<file path="config.mk">
export PLATFORM = sky130hd
export DESIGN_NAME = psr_unit
export DESIGN_NICKNAME = d
export VERILOG_FILES = /design/src/rtl/psr_pkg.sv /design/src/rtl/psr_ctrl.sv /design/src/rtl/psr_datapath.sv /design/src/rtl/psr_unit.sv
export SDC_FILE = /design/constraint.sdc
export NUM_CORES = 1
export LEC_CHECK = 0
export ABC_AREA = 1
export BUFFER_PORTS_ARGS = -buffer_cell sky130_fd_sc_hd__buf_2
export CAP_MARGIN = 20
export CELL_PAD_IN_SITES_DETAIL_PLACEMENT = 0
export CELL_PAD_IN_SITES_GLOBAL_PLACEMENT = 1
export CORE_ASPECT_RATIO = 0.7
export CORE_MARGIN = 1
export CORE_UTILIZATION = 39
export DETAILED_ROUTE_END_ITERATION = 8
export PLACE_DENSITY = 0.79
export RECOVER_POWER = 100
export SYNTH_ARGS = -nofsm -noshare
export SYNTH_HDL_FRONTEND = slang
export SYNTH_SLANG_ARGS = --single-unit
</file>
<file path="constraint.sdc">
create_clock -name clk -period 1.68 [get_ports clk]
set_input_delay 0.084 -clock clk [delete_from_list [all_inputs] [get_ports clk]]
set_output_delay 0.084 -clock clk [all_outputs]
set_load 0.02 [all_outputs]
</file>
<file path="src/rtl/psr_pkg.sv">
package psr_pkg;
  localparam int WORD_W      = 32;
  localparam int BYTE_CNT    = WORD_W / 8;
  localparam int SAVED_BANKS = 5;
  localparam int MODE_W      = 5;

  localparam logic [MODE_W-1:0] MODE_USER  = 5'b10000;
  localparam logic [MODE_W-1:0] MODE_FIQ   = 5'b10001;
  localparam logic [MODE_W-1:0] MODE_IRQ   = 5'b10010;
  localparam logic [MODE_W-1:0] MODE_SVC   = 5'b10011;
  localparam logic [MODE_W-1:0] MODE_ABT   = 5'b10111;
  localparam logic [MODE_W-1:0] MODE_UND   = 5'b11011;

  localparam logic [WORD_W-1:0] RESET_WORD = 32'h0000_00D3;

  typedef struct packed {
    logic [BYTE_CNT-1:0]    liveByteEn;
    logic [BYTE_CNT-1:0]    savedByteEn;
    logic [SAVED_BANKS-1:0] savedSel;
    logic [SAVED_BANKS-1:0] directSel;
  } psrStrobe_t;

  // One-hot bank of a mode; zero when the mode owns no saved word.
  function automatic logic [SAVED_BANKS-1:0] bankOf(input logic [MODE_W-1:0] m);
    logic [SAVED_BANKS-1:0] r;
    case (m)
      MODE_FIQ: r = 5'b00001;
      MODE_IRQ: r = 5'b00010;
      MODE_SVC: r = 5'b00100;
      MODE_ABT: r = 5'b01000;
      MODE_UND: r = 5'b10000;
      default:  r = '0;
    endcase
    return r;
  endfunction
endpackage

</file>
<file path="src/rtl/psr_ctrl.sv">
module psr_ctrl
  import psr_pkg::*;
(
  input  logic                msrValid,
  input  logic                msrToSaved,
  input  logic [BYTE_CNT-1:0] msrMask,
  input  logic                savedWrValid,
  input  logic [MODE_W-1:0]   savedWrMode,
  input  logic [MODE_W-1:0]   curMode,
  output psrStrobe_t          strobe
);
  localparam logic [BYTE_CNT-1:0] TOP_BYTE_ONLY = {1'b1, {(BYTE_CNT-1){1'b0}}};

  logic [SAVED_BANKS-1:0] curBank;
  logic [SAVED_BANKS-1:0] dirBank;
  logic                   inUser;
  logic                   liveReq;
  logic                   savedReq;

  always_comb begin
    curBank  = bankOf(curMode);
    dirBank  = bankOf(savedWrMode);
    inUser   = (curMode == MODE_USER);
    liveReq  = msrValid && !msrToSaved;
    savedReq = msrValid && msrToSaved;

    strobe.liveByteEn  = '0;
    strobe.savedByteEn = '0;
    strobe.savedSel    = '0;
    strobe.directSel   = '0;

    if (liveReq)
      strobe.liveByteEn = inUser ? (msrMask & TOP_BYTE_ONLY) : msrMask;
    if (savedReq) begin
      strobe.savedByteEn = msrMask;
      strobe.savedSel    = curBank;
    end
    if (savedWrValid)
      strobe.directSel = dirBank & ~strobe.savedSel;
  end
endmodule

</file>
<file path="src/rtl/psr_datapath.sv">
module psr_datapath
  import psr_pkg::*;
(
  input  logic              clk,
  input  logic              rstN,
  input  psrStrobe_t        strobe,
  input  logic [WORD_W-1:0] msrData,
  input  logic [WORD_W-1:0] savedWrData,
  input  logic [MODE_W-1:0] savedRdMode,
  output logic [WORD_W-1:0] liveWord,
  output logic [WORD_W-1:0] savedRdData,
  output logic              modeChange
);
  logic [WORD_W-1:0] liveNext;
  logic [WORD_W-1:0] savedWord [SAVED_BANKS];
  logic [SAVED_BANKS-1:0] rdSel;

  genvar b, k;
  generate
    for (b = 0; b < BYTE_CNT; b++) begin : g_live
      assign liveNext[b*8 +: 8] = strobe.liveByteEn[b] ? msrData[b*8 +: 8]
                                                       : liveWord[b*8 +: 8];
    end
  endgenerate

  always_ff @(posedge clk) begin
    if (!rstN) begin
      liveWord   <= RESET_WORD;
      modeChange <= 1'b0;
    end else begin
      liveWord   <= liveNext;
      modeChange <= (liveNext[MODE_W-1:0] != liveWord[MODE_W-1:0]);
    end
  end

  generate
    for (k = 0; k < SAVED_BANKS; k++) begin : g_bank
      logic [WORD_W-1:0] merged;
      for (b = 0; b < BYTE_CNT; b++) begin : g_byte
        assign merged[b*8 +: 8] = strobe.savedByteEn[b] ? msrData[b*8 +: 8]
                                                        : savedWord[k][b*8 +: 8];
      end
      always_ff @(posedge clk) begin
        if (!rstN)
          savedWord[k] <= '0;
        else if (strobe.savedSel[k])
          savedWord[k] <= merged;
        else if (strobe.directSel[k])
          savedWord[k] <= savedWrData;
      end
    end
  endgenerate

  always_comb begin
    rdSel       = bankOf(savedRdMode);
    savedRdData = liveWord;
    for (int i = 0; i < SAVED_BANKS; i++)
      if (rdSel[i]) savedRdData = savedWord[i];
  end
endmodule

</file>
<file path="src/rtl/psr_unit.sv">
module psr_unit
  import psr_pkg::*;
(
  input  logic        clk,
  input  logic        rstN,
  input  logic        msrValid,
  input  logic        msrToSaved,
  input  logic [3:0]  msrMask,
  input  logic [31:0] msrData,
  input  logic        savedWrValid,
  input  logic [4:0]  savedWrMode,
  input  logic [31:0] savedWrData,
  input  logic [4:0]  savedRdMode,
  output logic [31:0] savedRdData,
  output logic [31:0] statusWord,
  output logic        flagN,
  output logic        flagZ,
  output logic        flagC,
  output logic        flagV,
  output logic        irqMasked,
  output logic        fiqMasked,
  output logic [4:0]  modeField,
  output logic        modeChange
);
  psrStrobe_t strobe;

  psr_ctrl u_ctrl (
    .msrValid    (msrValid),
    .msrToSaved  (msrToSaved),
    .msrMask     (msrMask),
    .savedWrValid(savedWrValid),
    .savedWrMode (savedWrMode),
    .curMode     (statusWord[MODE_W-1:0]),
    .strobe      (strobe)
  );

  psr_datapath u_dp (
    .clk        (clk),
    .rstN       (rstN),
    .strobe     (strobe),
    .msrData    (msrData),
    .savedWrData(savedWrData),
    .savedRdMode(savedRdMode),
    .liveWord   (statusWord),
    .savedRdData(savedRdData),
    .modeChange (modeChange)
  );

  assign flagN     = statusWord[31];
  assign flagZ     = statusWord[30];
  assign flagC     = statusWord[29];
  assign flagV     = statusWord[28];
  assign irqMasked = statusWord[7];
  assign fiqMasked = statusWord[6];
  assign modeField = statusWord[4:0];

  // user mode keeps the lower three bytes across a live request
  assert_user_low_bytes_R3: assert property (@(posedge clk) disable iff (!rstN)
    (msrValid && !msrToSaved && modeField == MODE_USER) |=> $stable(statusWord[23:0]));

  // a saved-target request never alters the live word
  assert_saved_keeps_live_R6: assert property (@(posedge clk) disable iff (!rstN)
    (msrValid && msrToSaved) |=> $stable(statusWord));

  // strobe only follows a real mode change
  assert_strobe_on_change_R5: assert property (@(posedge clk) disable iff (!rstN)
    modeChange |-> (modeField != $past(modeField)));

  // no strobe means the mode held
  assert_no_strobe_stable_R5: assert property (@(posedge clk) disable iff (!rstN)
    (!modeChange && $past(rstN)) |-> $stable(modeField));

  // no request leaves the live word untouched
  assert_idle_holds_R2: assert property (@(posedge clk) disable iff (!rstN)
    !msrValid |=> $stable(statusWord));

  // modes without a saved word read the live word
  assert_unbanked_read_R8: assert property (@(posedge clk) disable iff (!rstN)
    (bankOf(savedRdMode) == '0) |-> (savedRdData == statusWord));
endmodule

</file>
==> results_dict.tcl <==
set metrics [dict create \
    portBuffers 158 \
    yosys.cell_types.count 31 \
    setup.worst_path.class "flop to flop" \
    drc_violation_count_after_routing 0 \
    grt_max_degree 33 \
    wl_um 37800 \
    crit-reg2reg-capture "u_dp.savedWord[4][28]$_SDFFCE_PP0P_" \
    final_area_sq_um 14400 \
    mostFrequentLayoutCell "nand2_1" \
    layout_setup_ws_ps -173 \
    power_leakage_nw 6.38 \
    ctsHtreeMaxLevel 4 \
    placement.cell_area_sq_um 12300 \
    worst_pin_slew_ps 543 \
    cts_sinks 193 \
    fin_crit_ps 1850 \
    post-synth-top-area-cell "edfxtp_1" \
    flow.area_growth_from_synthesis_pct 39.8 \
    post_route_cells_drive_above_1_share 0.264 \
    setup_viol 284 \
    drtAntennaViolNets 0 \
    clock-skew-final_ps 7.62 \
    endpoint_kind "flop" \
    vdd.ir_drop.worst_uv 770 \
    min-delay-path-class "input port to flop" \
    globalplace.congestion 0.873 \
    initial_core_util 0.400 \
    tritoncts.num_buffers 17 \
    clkTransAtPathRegs_ps 70 \
    maxSlewViolCount 0 \
    horiz_die_dim_um 196 \
    worstPathRequired_ps 1840 \
    post_synth_top_area_share 0.466 \
    final.period_utilization 1.10 \
    post-place-cells 1777 \
    floorplan.die_area_sq_um 27100 \
    final_hold_violation_count 0 \
    hold_path_end "u_dp.liveWord[30]$_SDFFE_PN0P_" \
    crit_fanout 8 \
    syn-cell-area_sq_um 10300 \
    hold_path_cell_cnt 3 \
    detail_route.first_pass.iterations 5 \
    detail_route.iter0.violations 1455 \
    finish.utilization 0.559 \
    arrival_ps 2010 \
    cts.path.max_buffers 2 \
    most-common-layout-cells "nand2_1 (263), edfxtp_1 (160), inv_1 (119)" \
    grt_usage 0.272 \
    detail_route.vias_per_cell 5.43 \
    yosysWarningCount 0 \
    fp-row-count 49 \
    r2r-start "u_dp.liveWord[4]$_SDFF_PN1_" \
    cts_root_buffer "clkbuf_16" \
    synth_sequential_area_ratio 0.530 \
    worstSkewPairLatency_ps 450 \
    synth.top_cells.by_area "edfxtp_1 (47%), nand2_1 (12%), o21ai_0 (7.2%), dfxtp_1 (6.4%), inv_1 (4.8%)" \
    violations "negative setup slack" \
    postSynthAreaPerCell_sq_um 8.29 \
    routed_wire_length_per_instance_um 20.0 \
    netlist_instances 1244 \
    max_freq_mhz 540 \
    die-height_um 138 \
    power_per_cell_area_nw_per_um2 806 \
    slew_headroom 0.635 \
    final_nets 1605 \
    synth.net_count 1327 \
    dp_slack_ps -267 \
    antenna_found_initial 0 \
    run_status "finished with violations" \
    timing.reg2reg.worst_path_depth 7 \
    synth_seq_cells 193 \
    fillCellCount 2304 \
    globalRoute.totalOverflow 0 \
    design.core.area_sq_um 25800 \
    instances_no_fill 1892 \
    tritoncts "yes" \
    rsz0062_at_grt "yes" \
    maxCapViolations 0 \
    hold_start "msrMask[3]" \
    top_level_ports 159 \
    number_of_global_route_vias_before_repair 9465 \
    timing.critical_path.from_type "flop" \
    worst-r2r-setup-slack_ps -170 \
    antenna_cells_inserted 0 \
    timing.hold.ws_ps 15.1 \
    detailroute.via_count 10270 \
    detailed_place_hpwl_um 24700 \
    grt_first_pass_wirelength_um 55700 \
]
## cell families after synthesis
group / count (synthesis) / share of synthesized area
and+or+nand+nor: 516 / 0.210
AOI/OAI and AO/OA: 313 / 0.166
buffers and inverters: 222 / 0.0945
DFF: 193 / 0.530
## layer usage
layer	vias to the layer above	share of wire	global-route usage	wire [um]
met4	0	0.014	0.0707	548
met1	4879	0.47	0.421	17600
li1	4793	-	-	-
met2	552	0.43	0.387	16200
met3	46	0.091	0.0481	3430
met5	-	0	0	0
## worst max-delay path by stage
stage                                           start                                  end  slack (ps)  cells past startpoint
after floorplan           u_dp.liveWord[1]$_SDFF_PN1_  u_dp.savedWord[4][24]$_SDFFCE_PP0P_         -60                      4
after global placement    u_dp.liveWord[2]$_SDFF_PN0_      u_dp.savedWord[0][28]$_DFFE_PP_        -190                      7
after detailed placement  u_dp.liveWord[2]$_SDFF_PN0_      u_dp.savedWord[0][25]$_DFFE_PP_        -270                      7
after CTS                 u_dp.liveWord[2]$_SDFF_PN0_      u_dp.savedWord[2][19]$_DFFE_PP_         -80                      7
after global routing      u_dp.liveWord[1]$_SDFF_PN1_      u_dp.savedWord[2][19]$_DFFE_PP_        -190                      8
final                     u_dp.liveWord[4]$_SDFF_PN1_  u_dp.savedWord[4][28]$_SDFFCE_PP0P_        -170                      7
## what timing repair did
action / CTS / global route
pin swaps: 22 / 21
hold buffers: 60 / 0
resized for setup: 66 / 171
endpoints found under the setup margin: 285 / 364
gates cloned: 2 / 8
endpoints found under the hold margin: 101 / 0
setup buffers: 11 / 11
## registers in the layout, summed over array words and instances, names as in the netlist
signal,count
u_dp.savedWord,160
u_dp.liveWord,32
u_dp.modeChange,1
## final cells by class
| cell class | count | area (sq um) | share of cell area |
|---|---|---|---|
| Clock buffer | 19 | 443 | 0.0307 |
| Multi-Input combinational cell | 830 | 4360 | 0.302 |
| Tap cell | 357 | 447 | 0.0310 |
| Sequential cell | 193 | 5480 | 0.380 |
| Clock inverter | 13 | 176 | 0.0122 |
| Inverter | 135 | 541 | 0.0375 |
| Timing Repair Buffer | 345 | 2970 | 0.206 |
## metrics by stage
| stage | power [mW] | TNS [ps] |
|---|---|---|
| floorplan | 6.34 | -474 |
| global placement | 7.10 | -14920 |
| detailed placement | 7.12 | -29250 |
| CTS | 11.6 | -2930 |
| global route | 12.0 | -32900 |
| finish | 11.6 | -16870 |
## worst max-delay path, cell delays in order, from the launching register on
cell	delay, ps
dfxtp_4	360
inv_4	50
buf_6	110
nor3_4	310
nand2_4	140
buf_6	150
o211ai_1	240
buf_6	200
## cell usage after synthesis
| cell | number |
|---|---|
| nor4_1 | 2 |
| dfxtp_1 | 33 |
| inv_1 | 132 |
| nor2_8 | 1 |
| clkbuf_2 | 3 |
| o21a_1 | 1 |
| o22ai_1 | 32 |
| nor3_4 | 1 |
| o211ai_1 | 38 |
| clkbuf_1 | 45 |
| nand4_1 | 10 |
| nor2_1 | 82 |
| nand3_2 | 3 |
| nor3_2 | 1 |
| buf_2 | 17 |
| nor3_1 | 3 |
| and2_2 | 2 |
| buf_6 | 9 |
| nand3_1 | 84 |
| nand4_4 | 1 |
| edfxtp_1 | 160 |
| inv_2 | 3 |
| a211oi_1 | 2 |
| and2_1 | 1 |
| buf_4 | 13 |
| a21oi_1 | 66 |
| nand2_2 | 2 |
| o21ai_0 | 149 |
| o21ai_1 | 25 |
| nor2_2 | 3 |
| nand2_1 | 320 |
## report_power, final
part | switching [mW] | total [mW] | internal (mW)
combinational | 1.07 | 1.71 | 0.641
sequential | 0.0977 | 5.54 | 5.44
clock | 1.96 | 4.38 | 2.42
total | 3.13 | 11.6 | 8.50
Power figures use the tool's default switching activity.
